### src/rtl/hbg_pkg.sv
package hbg_pkg;

   typedef enum logic [1:0] {
      HBG_SLEEP  = 2'd0,
      HBG_REARM  = 2'd1,
      HBG_ACTIVE = 2'd2
   } hbg_state_e;

   typedef struct packed {
      logic hs_drive;
      logic ls_drive;
      logic hs_release;
      logic ls_pulldown;
      logic boot_en;
      logic asleep;
   } hbg_out_s;

   localparam hbg_out_s HBG_OUT_SAFE = '{
      hs_drive:    1'b0,
      ls_drive:    1'b0,
      hs_release:  1'b1,
      ls_pulldown: 1'b1,
      boot_en:     1'b0,
      asleep:      1'b1
   };

   localparam int unsigned HBG_NUM_TIMERS = 4;
   localparam int unsigned HBG_T_SLEEP = 0;
   localparam int unsigned HBG_T_WAKE  = 1;
   localparam int unsigned HBG_T_UV    = 2;
   localparam int unsigned HBG_T_EN    = 3;

endpackage

### src/rtl/hbg_sync.sv
module hbg_sync #(
   parameter int unsigned WIDTH  = 1,
   parameter int unsigned STAGES = 2
) (
   input  logic             clk,
   input  logic             rst_n,
   input  logic [WIDTH-1:0] d,
   output logic [WIDTH-1:0] q
);

   if (STAGES < 2) begin : g_bad_stages
      $error("hbg_sync: STAGES must be at least 2");
   end
   if (WIDTH < 1) begin : g_bad_width
      $error("hbg_sync: WIDTH must be at least 1");
   end

   logic [STAGES-1:0][WIDTH-1:0] chain;

   always_ff @(posedge clk or negedge rst_n) begin
      if (!rst_n) begin
         chain <= '0;
      end else begin
         chain <= {chain[STAGES-2:0], d};
      end
   end

   assign q = chain[STAGES-1];

endmodule

### src/rtl/hbg_interval.sv
module hbg_interval #(
   parameter int unsigned LIMIT = 8
) (
   input  logic clk,
   input  logic rst_n,
   input  logic cond,
   output logic done
);

   if (LIMIT < 1) begin : g_bad_limit
      $error("hbg_interval: LIMIT must be at least 1");
   end

   localparam int unsigned CW = $clog2(LIMIT + 1);
   localparam logic [CW-1:0] TOP = CW'(LIMIT);

   logic [CW-1:0] cnt;

   // Counts consecutive cycles of cond; any gap restarts; saturates at TOP.
   always_ff @(posedge clk or negedge rst_n) begin
      if (!rst_n) begin
         cnt <= '0;
      end else if (!cond) begin
         cnt <= '0;
      end else if (cnt != TOP) begin
         cnt <= cnt + 1'b1;
      end
   end

   assign done = (cnt == TOP);

endmodule

### src/rtl/hbg_ctrl_fsm.sv
module hbg_ctrl_fsm
   import hbg_pkg::*;
(
   input  logic clk,
   input  logic rst_n,
   input  logic hs_q,
   input  logic ls_q,
   input  logic uv_q,
   input  logic en_ok,
   input  logic slp_done,
   input  logic wake_done,
   input  logic uv_done,
   output logic hs_drive,
   output logic ls_drive,
   output logic hs_release,
   output logic ls_pulldown,
   output logic boot_en,
   output logic asleep
);

   hbg_state_e state_q, state_d;
   hbg_out_s   out_q, out_d;
   logic       go_sleep;
   logic       hs_alone, ls_alone;

   assign hs_alone = hs_q & ~ls_q;
   assign ls_alone = ls_q & ~hs_q;

   always_comb begin
      go_sleep = ~en_ok | slp_done | uv_done;
      state_d  = state_q;
      if (go_sleep) begin
         state_d = HBG_SLEEP;
      end else begin
         unique case (state_q)
            HBG_SLEEP:  if (wake_done && !uv_q)  state_d = HBG_REARM;
            HBG_REARM:  if (!hs_q && !ls_q)      state_d = HBG_ACTIVE;
            HBG_ACTIVE: state_d = HBG_ACTIVE;
            default:    state_d = HBG_SLEEP;
         endcase
      end
   end

   always_comb begin
      out_d.asleep      = (state_d == HBG_SLEEP);
      out_d.hs_drive    = (state_d == HBG_ACTIVE) & ~uv_q & hs_alone;
      out_d.ls_drive    = (state_d == HBG_ACTIVE) & ~uv_q & ls_alone;
      out_d.hs_release  = out_d.asleep;
      out_d.ls_pulldown = out_d.asleep | uv_q;
      out_d.boot_en     = ~out_d.asleep & ~out_d.hs_drive;
   end

   always_ff @(posedge clk or negedge rst_n) begin
      if (!rst_n) begin
         state_q <= HBG_SLEEP;
         out_q   <= HBG_OUT_SAFE;
      end else begin
         state_q <= state_d;
         out_q   <= out_d;
      end
   end

   assign hs_drive    = out_q.hs_drive;
   assign ls_drive    = out_q.ls_drive;
   assign hs_release  = out_q.hs_release;
   assign ls_pulldown = out_q.ls_pulldown;
   assign boot_en     = out_q.boot_en;
   assign asleep      = out_q.asleep;

endmodule

### src/rtl/hbridge_guard.sv
module hbridge_guard
   import hbg_pkg::*;
#(
   parameter int unsigned SYNC_STAGES = 2,
   parameter int unsigned SLEEP_CYC   = 1000,
   parameter int unsigned UV_CYC      = 1500,
   parameter int unsigned EN_CYC      = 50000,
   parameter bit          UV_SYNC     = 1'b0
) (
   input  logic clk,
   input  logic rst_n,
   input  logic hs_cmd,
   input  logic ls_cmd,
   input  logic uv_flag,
   input  logic enable,
   output logic hs_drive,
   output logic ls_drive,
   output logic hs_release,
   output logic ls_pulldown,
   output logic boot_en,
   output logic asleep
);

   if (SLEEP_CYC < 1 || UV_CYC < 1 || EN_CYC < 1) begin : g_bad_interval
      $error("hbridge_guard: interval parameters must be at least 1");
   end

   localparam int unsigned LIMITS [HBG_NUM_TIMERS] = '{SLEEP_CYC, SLEEP_CYC, UV_CYC, EN_CYC};

   logic [2:0] raw_in, sync_out;
   logic       hs_q, ls_q, en_q, uv_q;
   logic       en_ok, slp_done, wake_done, uv_done;
   logic [HBG_NUM_TIMERS-1:0] t_cond, t_done;

   assign raw_in = {enable, ls_cmd, hs_cmd};

   hbg_sync #(.WIDTH(3), .STAGES(SYNC_STAGES)) u_cmd_sync (
      .clk   (clk),
      .rst_n (rst_n),
      .d     (raw_in),
      .q     (sync_out)
   );

   assign hs_q = sync_out[0];
   assign ls_q = sync_out[1];
   assign en_q = sync_out[2];

   if (UV_SYNC) begin : g_uv_sync
      hbg_sync #(.WIDTH(1), .STAGES(SYNC_STAGES)) u_uv_sync (
         .clk   (clk),
         .rst_n (rst_n),
         .d     (uv_flag),
         .q     (uv_q)
      );
   end else begin : g_uv_direct
      assign uv_q = uv_flag;
   end

   assign t_cond[HBG_T_SLEEP] = hs_q & ls_q;
   assign t_cond[HBG_T_WAKE]  = ~hs_q & ls_q;
   assign t_cond[HBG_T_UV]    = uv_q;
   assign t_cond[HBG_T_EN]    = en_q;

   for (genvar g = 0; g < HBG_NUM_TIMERS; g++) begin : g_timer
      hbg_interval #(.LIMIT(LIMITS[g])) u_interval (
         .clk   (clk),
         .rst_n (rst_n),
         .cond  (t_cond[g]),
         .done  (t_done[g])
      );
   end

   assign slp_done  = t_done[HBG_T_SLEEP];
   assign wake_done = t_done[HBG_T_WAKE];
   assign uv_done   = t_done[HBG_T_UV];
   assign en_ok     = t_done[HBG_T_EN];

   hbg_ctrl_fsm u_fsm (
      .clk         (clk),
      .rst_n       (rst_n),
      .hs_q        (hs_q),
      .ls_q        (ls_q),
      .uv_q        (uv_q),
      .en_ok       (en_ok),
      .slp_done    (slp_done),
      .wake_done   (wake_done),
      .uv_done     (uv_done),
      .hs_drive    (hs_drive),
      .ls_drive    (ls_drive),
      .hs_release  (hs_release),
      .ls_pulldown (ls_pulldown),
      .boot_en     (boot_en),
      .asleep      (asleep)
   );

endmodule

### config.mk
export PLATFORM = sky130hd
export DESIGN_NAME = hbridge_guard
export DESIGN_NICKNAME = d
export VERILOG_FILES = /design/src/rtl/hbg_pkg.sv /design/src/rtl/hbg_sync.sv /design/src/rtl/hbg_interval.sv /design/src/rtl/hbg_ctrl_fsm.sv /design/src/rtl/hbridge_guard.sv
export SDC_FILE = /design/constraint.sdc
export NUM_CORES = 1
export LEC_CHECK = 0
export BUFFER_PORTS_ARGS = -buffer_cell sky130_fd_sc_hd__buf_2
export CAP_MARGIN = 5
export CORE_MARGIN = 5
export CORE_UTILIZATION = 50
export CTS_CLUSTER_DIAMETER = 40
export DETAILED_ROUTE_END_ITERATION = 6
export PLACE_DENSITY_LB_ADDON = 0.1
export SYNTH_ARGS = -nofsm -noshare
export SYNTH_HDL_FRONTEND = slang
export SYNTH_SLANG_ARGS = --single-unit
### constraint.sdc
create_clock -name clk -period 2.3 [get_ports clk]
set_clock_uncertainty 0.15 [all_clocks]
set_input_delay 0.575 -clock clk [delete_from_list [all_inputs] [get_ports clk]]
set_output_delay 0.575 -clock clk [all_outputs]
set_load 0.05 [all_outputs]
==> results.yml <==
die:
  fp.dieW_um: 87.05
  die_area_um2: 7577
  rows: 28
  die_y_um: 87.05
  start_util_pct: 50.73
  pin_count: 12
  core_um2: 5851
global_routing:
  grt_pass1_vias: 1976
  grt_max_degree: 61
  track_usage_pct: 15.81
  antenna_found_initial: 0
  grt-ovfl-total: 0
  grt_pass1_wl_um: 9087
clock_tree:
  clock_path_buffers: 2
  cts_resized: 0
  cts-root-buf: "clkbuf_8"
  post_cts_buffers: 0
  cts_tree: "done"
  clkTransAtPathRegs_ps: 70
  postCtsHoldBufs: 0
  numCtsBuffers: 9
  cts.sinks: 60
  insertion_delay_ps: 340
  h-tree-depth: 3
critical_path:
  crit_type: "reg2reg"
  rr_worst_depth: 6
  cp_cell_sequence: "inv_1 > ha_1 > or4b_4 > nor4_4 > nand3b_4 > nor4_1"
  cp_max_fo: 6
  reg2reg_to: "u_fsm.hs_drive"
  arrival_ps: 2200
  critPathBufInv: 1
  endpoint_kind: "flop"
  slowest_delay_ps: 460
  timing.rr.start: "g_timer[3].u_interval.cnt[0]"
  critPathTopFamily: "simple AND/OR/NAND/NOR gates"
  r2r_slack_ps: 180
  worstPathRequired_ps: 2380
  slowest_stage: "or4b_4"
  startpoint_type: "flop"
drt:
  wire_per_inst_um: 13.20
  drt_first_pass_iters: 4
  drc: 0
  vias: 1993
  drt-vias-per-instance: 5.190
  ant_nets: 0
  drtIter0Drc: 56
  drt_wl_total_um: 5067
yosys:
  synthArstFlopShare_pct: 100.0
  synth_compound_area_share_pct: 3.499
  synth_edf_count: 0
  synth_area_per_cell_um2: 10.45
  ys_warn_count: 0
  ys_seq_area_share_pct: 50.67
  netlist_area_um2: 2968
  synth-seq-cells: 60
  synth_flop_cell: "dfrtp_1"
  synthCells: 284
  synth.area.mux_share_pct: 2.698
  yosys.area.top_type: "dfrtp_1"
  synth-simple-area-share_pct: 28.20
  synth_top_family_by_area: "simple AND/OR/NAND/NOR gates"
  synth.area.top_cells: "dfrtp_1 49%, xnor2_1 4.7%, xor2_1 4.4%"
  yosysTopAreaCellShare_pct: 48.90
  synthAdderAreaFrac_pct: 3.373
  synthTopCellsByCount: "58 x dfrtp_1, 24 x nor2_1, 18 x nand3_1"
  synth.most_common_cell: "dfrtp_1"
  synth_nets: 298
  synth_xor_area_share_pct: 9.148
  yosysUniqueCellTypes: 37
finish:
  layout-drive-gt1-share_pct: 11.97
  seqCellArea_um2: 1504
  nets: 318
  multi_input_area_um2: 1393
  final.fill_count: 496
  antenna_cells: 0
  fin_cells: 384
  syn_to_final_growth_pct: 11.97
placed_design:
  place.gp.congestion: 0.7576
  post-place-cells: 368
  io_buffers: 11
  hpwl_um: 3380
timing:
  grt_setup_unrepaired: "no"
  drv_slew: 0
  slew_headroom_pct: 69.90
  setup_tns_ps: 0
  hold_viol_final: 0
  max_freq_mhz: 472.3
  fin_crit_sh_pct: 92.05
  whs_ps: 72.72
  setup-violations-final: 0
  period_minus_slack_ps: 2117
  max_slew.worst_pin.slew_ps: 448.1
power:
  max-vdd-ir-drop_mv: 0.4049
  seqPwrFrac_pct: 52.3
  power_frac_clock_pct: 43.0
  internal_power_mw: 1.601
  p_per_area_nw_per_um2: 628.2
  p_switching_uw: 486.8
  p_leak_nw: 1.459
  switching_share_pct: 23.32
  p_comb_share_pct: 4.6
run_status:
  status: "complete, no violations"
min_path:
  holdCritPathClass: "in2async"
run:
  drv_cap: 0
## through the flow
stage	total power [mW]	utilization (%)	worst slack (ps)	area [um^2]
2_1_floorplan	1.160	-	152.7	2968
4_1_cts	2.121	56.80	138.2	3323
6_report	2.088	56.80	182.8	3323
5_1_grt	2.187	56.80	35.35	3323
3_3_place_gp	1.210	53.68	213.6	3141
3_5_place_dp	1.212	53.68	155.7	3141
## how the worst max path moves through the flow
stage	from	to	slack (ps)	depth (start not counted)
after detailed placement	g_timer[3].u_interval.cnt[0]	g_timer[3].u_interval.cnt[1]	160	7
after global placement	g_timer[3].u_interval.cnt[0]	g_timer[3].u_interval.cnt[1]	210	7
after floorplan	g_timer[3].u_interval.cnt[0]	u_fsm.hs_drive	150	6
after global routing	g_timer[3].u_interval.cnt[1]	u_fsm.hs_drive	40	6
after CTS	g_timer[3].u_interval.cnt[0]	u_fsm.hs_drive	140	6
final	g_timer[3].u_interval.cnt[0]	u_fsm.hs_drive	180	6
## final cells by class
class,instances,area share (%)
Timing Repair Buffer,17,3.389
Inverter,10,1.130
Clock buffer,10,3.840
Clock inverter,6,1.657
Tap cell,75,2.824
Sequential cell,60,45.26
Multi-Input combinational cell,206,41.91
## kinds of logic after synthesis
group / after synthesis
xor gates and xnor gates: 31
AOI/OAI and AO/OA: 18
buffers and inverters: 18
adders and majority gates: 8
and+or+nand+nor: 141
DFF: 60
muxes: 8
## power by group through the flow
stage	logic, mW	clock network [mW]	registers (mW)
after floorplan	0.0494	0	1.11
after global placement	0.0986	0	1.11
after detailed placement	0.0993	0	1.11
after CTS	0.100	0.929	1.09
after global routing	0.113	0.978	1.10
final	0.0965	0.899	1.09
## registers in the layout, summed over array words and instances (netlist names)
signal and count:
u_fsm.ls_pulldown 1, u_fsm.boot_en 1, u_cmd_sync.chain 3, u_fsm.state_q 2, g_timer.u_interval.cnt 47, u_cmd_sync.q 3
u_fsm.hs_drive 1, u_fsm.hs_release 1, u_fsm.ls_drive 1
## worst register-to-register path: cells and delay by family (launching register included)
kind,cells,cell delay (ps)
and+or+nand+nor,4,1280
DFF,1,380
adders and majority gates,1,130
buffers and inverters,1,60
## per-layer routing
layer / GRT usage (%) / part of all wire, % / up-vias
met5: 0 / 0 / -
met1: 20.59 / 50 / 940
met3: 4.636 / 3.3 / 9
li1: - / - / 1023
met4: 8.499 / 2.3 / 0
met2: 23.67 / 44 / 21
## layout by cell type, fill, tap and decap left out, types with 9 or more instances in the layout
| cell | netlist | routed |
|---|---|---|
| and2_1 | 17 | 17 |
| buf_2 | 0 | 11 |
| clkbuf_8 | 0 | 9 |
| dfrtp_1 | 58 | 58 |
| inv_1 | 10 | 10 |
| nand2_1 | 15 | 15 |
| nand3_1 | 18 | 18 |
| nand4_1 | 11 | 11 |
| nor2_1 | 24 | 24 |
| xnor2_1 | 16 | 16 |
| xor2_1 | 15 | 15 |
Power figures use the tool's default switching activity.
